**src/rtl/pswl_pkg.sv**
```systemverilog
package pswl_pkg;

    // Prescaler modulus selection: base count or base plus one.
    typedef enum logic {
        MOD_BASE  = 1'b0,
        MOD_PLUS1 = 1'b1
    } modsel_e;

    // Smallest ratio for which the main count is never below the swallow
    // count: main must reach the largest swallow value, (2^sw - 1).
    function automatic int unsigned floor_ratio(input int unsigned sw);
        return ((32'd1 << sw) - 32'd1) << sw;
    endfunction

endpackage

```
**src/rtl/pswl_prescaler.sv**
```systemverilog
module pswl_prescaler
    import pswl_pkg::*;
#(
    parameter int SW = 4
) (
    input  logic    clk,
    input  logic    rst,
    input  modsel_e mode,
    output logic    tick
);
    localparam int CW = SW + 1;
    localparam logic [CW-1:0] LAST_BASE = CW'((1 << SW) - 1);
    localparam logic [CW-1:0] LAST_PLUS = CW'(1 << SW);

    logic [CW-1:0] cnt;
    logic [CW-1:0] last;

    always_comb last = (mode == MOD_PLUS1) ? LAST_PLUS : LAST_BASE;

    assign tick = (cnt == last);

    always_ff @(posedge clk) begin
        if (rst)       cnt <= '0;
        else if (tick) cnt <= '0;
        else           cnt <= cnt + 1'b1;
    end
endmodule

```
**src/rtl/pswl_counters.sv**
```systemverilog
module pswl_counters
    import pswl_pkg::*;
#(
    parameter int SW    = 4,
    parameter int MW    = 11,
    parameter int RST_A = 8,
    parameter int RST_M = 62
) (
    input  logic          clk,
    input  logic          rst,
    input  logic          tick,
    input  logic [SW-1:0] load_a,
    input  logic [MW-1:0] load_m,
    output modsel_e       mode,
    output logic          cycle_end,
    output logic [SW-1:0] a_rem,
    output logic [MW-1:0] m_rem
);
    localparam logic [MW-1:0] M_ONE = MW'(1);

    assign cycle_end = tick && (m_rem == M_ONE);
    assign mode      = (a_rem != '0) ? MOD_PLUS1 : MOD_BASE;

    always_ff @(posedge clk) begin
        if (rst) begin
            a_rem <= SW'(RST_A);
            m_rem <= MW'(RST_M);
        end else if (cycle_end) begin
            a_rem <= load_a;
            m_rem <= load_m;
        end else if (tick) begin
            m_rem <= m_rem - 1'b1;
            if (a_rem != '0) a_rem <= a_rem - 1'b1;
        end
    end
endmodule

```
**src/rtl/pswl_ratio_shadow.sv**
```systemverilog
module pswl_ratio_shadow
    import pswl_pkg::*;
#(
    parameter int SW      = 4,
    parameter int MW      = 11,
    parameter int RST_EFF = 1000
) (
    input  logic             clk,
    input  logic             rst,
    input  logic             load,
    input  logic [SW+MW-1:0] ratio_in,
    output logic [SW+MW-1:0] pend,
    output logic [SW-1:0]    load_a,
    output logic [MW-1:0]    load_m
);
    localparam int RW = SW + MW;
    localparam logic [RW-1:0] FLOOR = RW'(floor_ratio(SW));

    always_ff @(posedge clk) begin
        if (rst)       pend <= RW'(RST_EFF);
        else if (load) pend <= (ratio_in < FLOOR) ? FLOOR : ratio_in;
    end

    assign load_a = pend[SW-1:0];
    assign load_m = pend[RW-1:SW];
endmodule

```
**src/rtl/pswl_divider.sv**
```systemverilog
module pswl_divider
    import pswl_pkg::*;
#(
    parameter int SW          = 4,
    parameter int MW          = 11,
    parameter int RESET_RATIO = 1000
) (
    input  logic             clk,
    input  logic             rst,
    input  logic [SW+MW-1:0] ratio_in,
    input  logic             ratio_load,
    output logic             div_pulse,
    output logic             div_half
);
    localparam int RW      = SW + MW;
    localparam int FLOOR   = int'(floor_ratio(SW));
    localparam int RST_EFF = (RESET_RATIO < FLOOR) ? FLOOR : RESET_RATIO;
    localparam int RST_A   = RST_EFF % (1 << SW);
    localparam int RST_M   = RST_EFF >> SW;

    modsel_e       mode;
    logic          tick;
    logic          cycle_end;
    logic [SW-1:0] a_rem;
    logic [MW-1:0] m_rem;
    logic [SW-1:0] load_a;
    logic [MW-1:0] load_m;
    logic [RW-1:0] pend_ratio;

    pswl_ratio_shadow #(.SW(SW), .MW(MW), .RST_EFF(RST_EFF)) shadow_i (
        .clk      (clk),
        .rst      (rst),
        .load     (ratio_load),
        .ratio_in (ratio_in),
        .pend     (pend_ratio),
        .load_a   (load_a),
        .load_m   (load_m)
    );

    pswl_prescaler #(.SW(SW)) presc_i (
        .clk  (clk),
        .rst  (rst),
        .mode (mode),
        .tick (tick)
    );

    pswl_counters #(.SW(SW), .MW(MW), .RST_A(RST_A), .RST_M(RST_M)) cnt_i (
        .clk       (clk),
        .rst       (rst),
        .tick      (tick),
        .load_a    (load_a),
        .load_m    (load_m),
        .mode      (mode),
        .cycle_end (cycle_end),
        .a_rem     (a_rem),
        .m_rem     (m_rem)
    );

    always_ff @(posedge clk) begin
        if (rst) begin
            div_pulse <= 1'b0;
            div_half  <= 1'b0;
        end else begin
            div_pulse <= cycle_end;
            div_half  <= div_half ^ cycle_end;
        end
    end
endmodule

```
**config.mk**
```make
export PLATFORM = sky130hd
export DESIGN_NAME = pswl_divider
export DESIGN_NICKNAME = d
export VERILOG_FILES = /design/src/rtl/pswl_pkg.sv /design/src/rtl/pswl_prescaler.sv /design/src/rtl/pswl_counters.sv /design/src/rtl/pswl_ratio_shadow.sv /design/src/rtl/pswl_divider.sv
export SDC_FILE = /design/constraint.sdc
export NUM_CORES = 1
export LEC_CHECK = 0
export ABC_AREA = 1
export BUFFER_PORTS_ARGS = -buffer_cell sky130_fd_sc_hd__buf_2
export CAP_MARGIN = 5
export CORE_ASPECT_RATIO = 0.7
export CORE_MARGIN = 3
export CORE_UTILIZATION = 53
export CTS_CLUSTER_DIAMETER = 100
export DETAILED_ROUTE_END_ITERATION = 16
export GPL_ROUTABILITY_DRIVEN = 0
export PLACE_DENSITY = 0.73
export SLEW_MARGIN = 20
export SYNTH_ARGS = -nofsm -noshare
export SYNTH_HDL_FRONTEND = slang
export SYNTH_HIERARCHICAL = 1
export SYNTH_SLANG_ARGS = --single-unit
```
**constraint.sdc**
```tcl
create_clock -name clk -period 2 [get_ports clk]
set_clock_uncertainty 0.1 [all_clocks]
set_input_delay 0 -clock clk [delete_from_list [all_inputs] [get_ports clk]]
set_output_delay 0 -clock clk [all_outputs]
set_load 0.01 [all_outputs]
```
==> flow_summary.yaml, run 1 <==
clock_tree:
  clk_latency_ns: 0.29
  path_clk_slew_ns: 0.07
  clockBufferDepth: 2
  cts_tree: "yes"
  htreeDepth: 2
  cts.sinks: 37
  clock-root-buffer: "clkbuf_8"
  cts_buffers: 5
cells_and_area:
  fin_nets: 381
  final_area_um2: 2770
  layout-area-overhead-vs-synth_pct: 31.5
  antenna_cells: 0
  drive_above_1_share_pct: 32.0
setup_path:
  r2r-end: "cnt_i/a_rem[0]"
  crit_buf_inv: 6
  crit_type: "flop to flop"
  crit_top_cell: "inv_2"
  cp_slowest_cell: "dfxtp_2"
  cp_max_fo: 5
  slowest_delay_ns: 0.33
  critPathTopFamily: "simple AND/OR/NAND/NOR gates"
  regToRegSetupSlack_ns: 0.05
  critPathCaptureType: "flop"
  rr_worst_depth: 15
  reg2reg_from: "cnt_i/a_rem[1]"
  crit_chain: "inv_2, ha_4, nand2_4, nor2_4, inv_2, nor2_2, nand2_2, nand2_4, buf_4, buf_4, clkinvlp_4, a21oi_4, inv_2, nor2_1, nor2_1"
  start_kind: "flop"
  worst_ep_arrival_time_ns: 2.03
  cp.required_ns: 2.08
routing:
  wl_per_cell_um: 13.1
  vias: 2109
  antenna_left: 0
  wl_um: 5380
  drc: 0
  firstDrtPassIters: 5
  drt_iter0_drc: 164
  routed_via_density: 5.16
floorplanning:
  die_y_um: 58.8
  dieArea_um2: 4780
  die_w_um: 81.4
  core_um2: 3670
  num_rows: 18
  ios: 20
  start_util_pct: 57.4
place:
  io_buffers: 19
  place_ws_ns: -0.0380
  dp_hpwl_um: 3450
  dpl_cell_area_um2: 2380
hold_path:
  whs_path_depth: 2
  hold_start: "ratio_load"
  worstHoldPathType: "primary input to flop"
  hold_path_end: "shadow_i/pend[12]"
sta:
  setup_violations: 0
  timing.hold.ws_ns: 0.0235
  final.min_clock_period_ns: 1.95
  fin_crit_sh_pct: 97.6
  drv_slew: 0
  layout_setup_ws_ns: 0.0485
  tightest_slew_ns: 0.418
  grt_setup_unrepaired: "yes"
  hold_viol_final: 0
  fmax_ghz: 0.512
  slew_headroom_pct: 71.9
  fin_tns_setup_ns: 0
power_and_ir_drop:
  p_per_area_nw_per_um2: 575
  p_leak_nw: 1.25
  power_w: 0.00159
  ir_worst_vdd_mv: 0.477
global_route:
  grt_use_total_pct: 23.2
  grt_overflow_total: 0
  grt_max_degree: 19
  grt_pass1_wl_um: 8510
  antenna_found_initial: 0
  grt_pass1_vias: 1918
yosys:
  syn_area_um2: 2110
  syn_nets: 321
  syn_avg_cell_area_um2: 7.07
  yosysWarningCount: 6
  synthCells: 298
job:
  drv_cap: 0
status:
  status: "finished clean"
[registers in the layout (all words and copies together) (netlist names)]
| signal | count |
|---|---|
| presc_i/cnt | 5 |
| div_half | 1 |
| shadow_i/pend | 15 |
| cnt_i/m_rem | 11 |
| div_pulse | 1 |
| cnt_i/a_rem | 4 |
[worst max path at each step]
stage	cells after the start	endpoint	startpoint
2_1_floorplan	17	cnt_i/a_rem[1]	cnt_i/a_rem[1]
3_3_place_gp	17	cnt_i/m_rem[9]	cnt_i/a_rem[1]
3_5_place_dp	17	cnt_i/a_rem[1]	cnt_i/a_rem[1]
4_1_cts	16	cnt_i/a_rem[0]	cnt_i/a_rem[1]
5_1_grt	17	cnt_i/a_rem[2]	cnt_i/a_rem[0]
6_report	15	cnt_i/a_rem[0]	cnt_i/a_rem[1]
[stage by stage]
step | std cells | utilization, %
global placement | 380 | 64.9
global route | 409 | 75.5
floorplan | 298 | -
finish | 409 | 75.5
CTS | 403 | 72.2
detailed placement | 380 | 64.9
[timing repair]
action                     CTS  global route
gates resized for setup      1            23
setup endpoints to repair    4            16
buffers inserted             0             6
hold buffers                15             0
pin swaps                    0            12
hold endpoints to repair    15             0
[placed cells by master, fill, tap and decap left out, types with 6 or more instances in the layout]
| master | n |
|---|---|
| o21ai_2 | 8 |
| dfxtp_1 | 35 |
| a21oi_2 | 8 |
| a21oi_1 | 19 |
| nor2_1 | 26 |
| o21ai_0 | 13 |
| inv_1 | 25 |
| inv_2 | 11 |
| nand2_2 | 8 |
| nor2_2 | 6 |
| xor2_1 | 6 |
| dlygate4sd3_1 | 15 |
| nand2_1 | 72 |
| buf_2 | 19 |
| buf_4 | 22 |
| nand3_1 | 16 |
| clkbuf_8 | 6 |
[routing by layer]
layer  part of all wire, %  vias to the layer above  global-route usage, %
met5                     0                        -                      0
met4                   1.7                        0                   6.99
met1                    47                      960                   31.6
met3                   4.7                       13                   5.35
li1                      -                     1063                      -
met2                    46                       73                   36.8
[cell type report]
cell class	instances	area (um2)
fill	291	900
inverter	40	159
sequential	37	743
clock buffer	7	86.3
multi-input combinational	213	1220
tap	50	62.6
clock inverter	1	30.0
timing repair buffer	61	467
[where the power goes]
group          internal [W]  switching, W
clock              0.000407      0.000264
sequential         0.000762     0.0000200
combinational     0.0000633     0.0000761
(Power assumes the default switching activity.)
==> run 2: changes to the inputs <==
--- a/config.mk
+++ b/config.mk
@@ -15,6 +15,7 @@
 export DETAILED_ROUTE_END_ITERATION = 16
 export GPL_ROUTABILITY_DRIVEN = 0
 export PLACE_DENSITY = 0.73
+export RECOVER_POWER = 100
 export SLEW_MARGIN = 20
 export SYNTH_ARGS = -nofsm -noshare
 export SYNTH_HDL_FRONTEND = slang
==> flow_summary.yaml, run 2 (synthesized netlist as in run 1, its figures left out) <==
setup_path:
  worst_ep_arrival_time_ns: 2.03
  cp_max_fo: 5
  critPathCaptureType: "flop"
  cp_slowest_cell: "dfxtp_2"
  cp.required_ns: 2.08
  crit_chain: "inv_2, ha_4, nand2_4, nor2_4, inv_2, nor2_2, nand2_2, nand2_4, buf_4, buf_4, clkinvlp_4, a21oi_4, inv_2, nor2_1, nor2_1"
  crit_top_cell: "inv_2"
  slowest_delay_ns: 0.33
  crit_type: "flop to flop"
  start_kind: "flop"
routing:
  antenna_left: 0
  drt_iter0_drc: 149
  firstDrtPassIters: 5
  wl_um: 5450
  vias: 2089
  routed_via_density: 5.11
  wl_per_cell_um: 13.3
  drc: 0
global_route:
  grt_use_total_pct: 23.2
  grt_pass1_wl_um: 8510
  grt_overflow_total: 0
  grt_max_degree: 19
  grt_pass1_vias: 1918
  antenna_found_initial: 0
floorplanning:
  num_rows: 18
  dieArea_um2: 4780
  die_w_um: 81.4
  ios: 20
  die_y_um: 58.8
  start_util_pct: 57.4
  core_um2: 3670
sta:
  grt_setup_unrepaired: "yes"
  fmax_ghz: 0.513
  tightest_slew_ns: 0.438
  fin_crit_sh_pct: 97.5
  drv_slew: 0
  fin_tns_setup_ns: 0
  hold_viol_final: 0
  slew_headroom_pct: 70.6
  final.min_clock_period_ns: 1.95
  setup_violations: 0
cells_and_area:
  fillCellCount: 303
  layout-area-overhead-vs-synth_pct: 29.3
  antenna_cells: 0
  reg_top3: "shadow_i/pend (15), cnt_i/m_rem (11), presc_i/cnt (5)"
  mostFrequentLayoutCells: "72 x nand2_1, 35 x dfxtp_1, 27 x nor2_1"
  fin_nets: 381
  largest_reg_flops: 15
  regMostFlops: "shadow_i/pend"
  drive_above_1_share_pct: 28.7
  mostFrequentLayoutCell: "nand2_1"
  final_util_pct: 74.2
clock_tree:
  clockBufferDepth: 2
  cts.sinks: 37
  htreeDepth: 2
  path_clk_slew_ns: 0.07
  cts_buffers: 5
  clock-root-buffer: "clkbuf_8"
  clk_latency_ns: 0.29
  cts_tree: "yes"
power_and_ir_drop:
  p_per_area_nw_per_um2: 582
  p_leak_nw: 1.23
  ir_worst_vdd_mv: 0.482
  power_w: 0.00158
job:
  drv_cap: 0
place:
  io_buffers: 19
  dp_hpwl_um: 3450
status:
  status: "finished clean"
hold_path:
  worstHoldPathType: "primary input to flop"
[run 2: path summary, 6_finish.rpt]
path                         start                end  slack [ns]  depth (start not counted)
setup / recovery    cnt_i/a_rem[1]     cnt_i/a_rem[0]        0.05                         15
hold / removal          ratio_load  shadow_i/pend[12]       0.007                          2
setup reg to reg    cnt_i/a_rem[1]     cnt_i/a_rem[0]        0.05                         15
hold reg to reg   shadow_i/pend[5]     cnt_i/m_rem[1]        0.37                          2
[run 2: area by class of cell]
type	instances	area (um2)	area share (%)
Inverter	40	159	5.83
Multi-Input combinational cell	213	1180	43.3
Clock buffer	7	86.3	3.17
Timing Repair Buffer	61	463	17.0
Tap cell	50	62.6	2.30
Sequential cell	37	743	27.3
Clock inverter	1	30.0	1.10
[run 2: power by group]
group	internal [W]	switching [W]	leakage (nW)	total, W
clock network	0.000407	0.000265	0.0585	0.000672
logic	0.0000601	0.0000705	0.869	0.000131
registers	0.000762	0.0000193	0.304	0.000782
total	0.00123	0.000355	1.23	0.00158
[run 2: routing by layer]
layer,share of wire (%),track usage [%]
met4,1.4,6.99
met1,46,31.6
met5,0,0
met3,5.8,5.35
met2,46,36.8
[run 2: worst max-delay path: cells and delay by family (launching register included)]
family	cells	cell delay, ns
AOI/OAI and AO/OA	1	0.19
adders and majority gates	1	0.14
buffers and inverters	6	0.53
DFF	1	0.33
and+or+nand+nor	7	0.55
[run 2: repair_timing]
action	CTS	global route
endpoints found under the setup margin	4	16
gates resized for setup	1	23
hold buffers	15	0
pin swaps	0	12
hold endpoints to repair	15	0
setup buffers	0	6
[run 2: through the flow]
stage                     worst slack [ns]  instance area, um2  std cells  hold WS, ns
final                               0.0502                2720        409      0.00713
after global routing               -0.0545                2720        409     -0.00212
after CTS                          0.00481                2650        403      0.00402
after detailed placement           -0.0380                2380        380        0.145
after global placement            -0.00633                2380        380        0.144
after floorplan                    -0.0237                2140        298      -0.0276
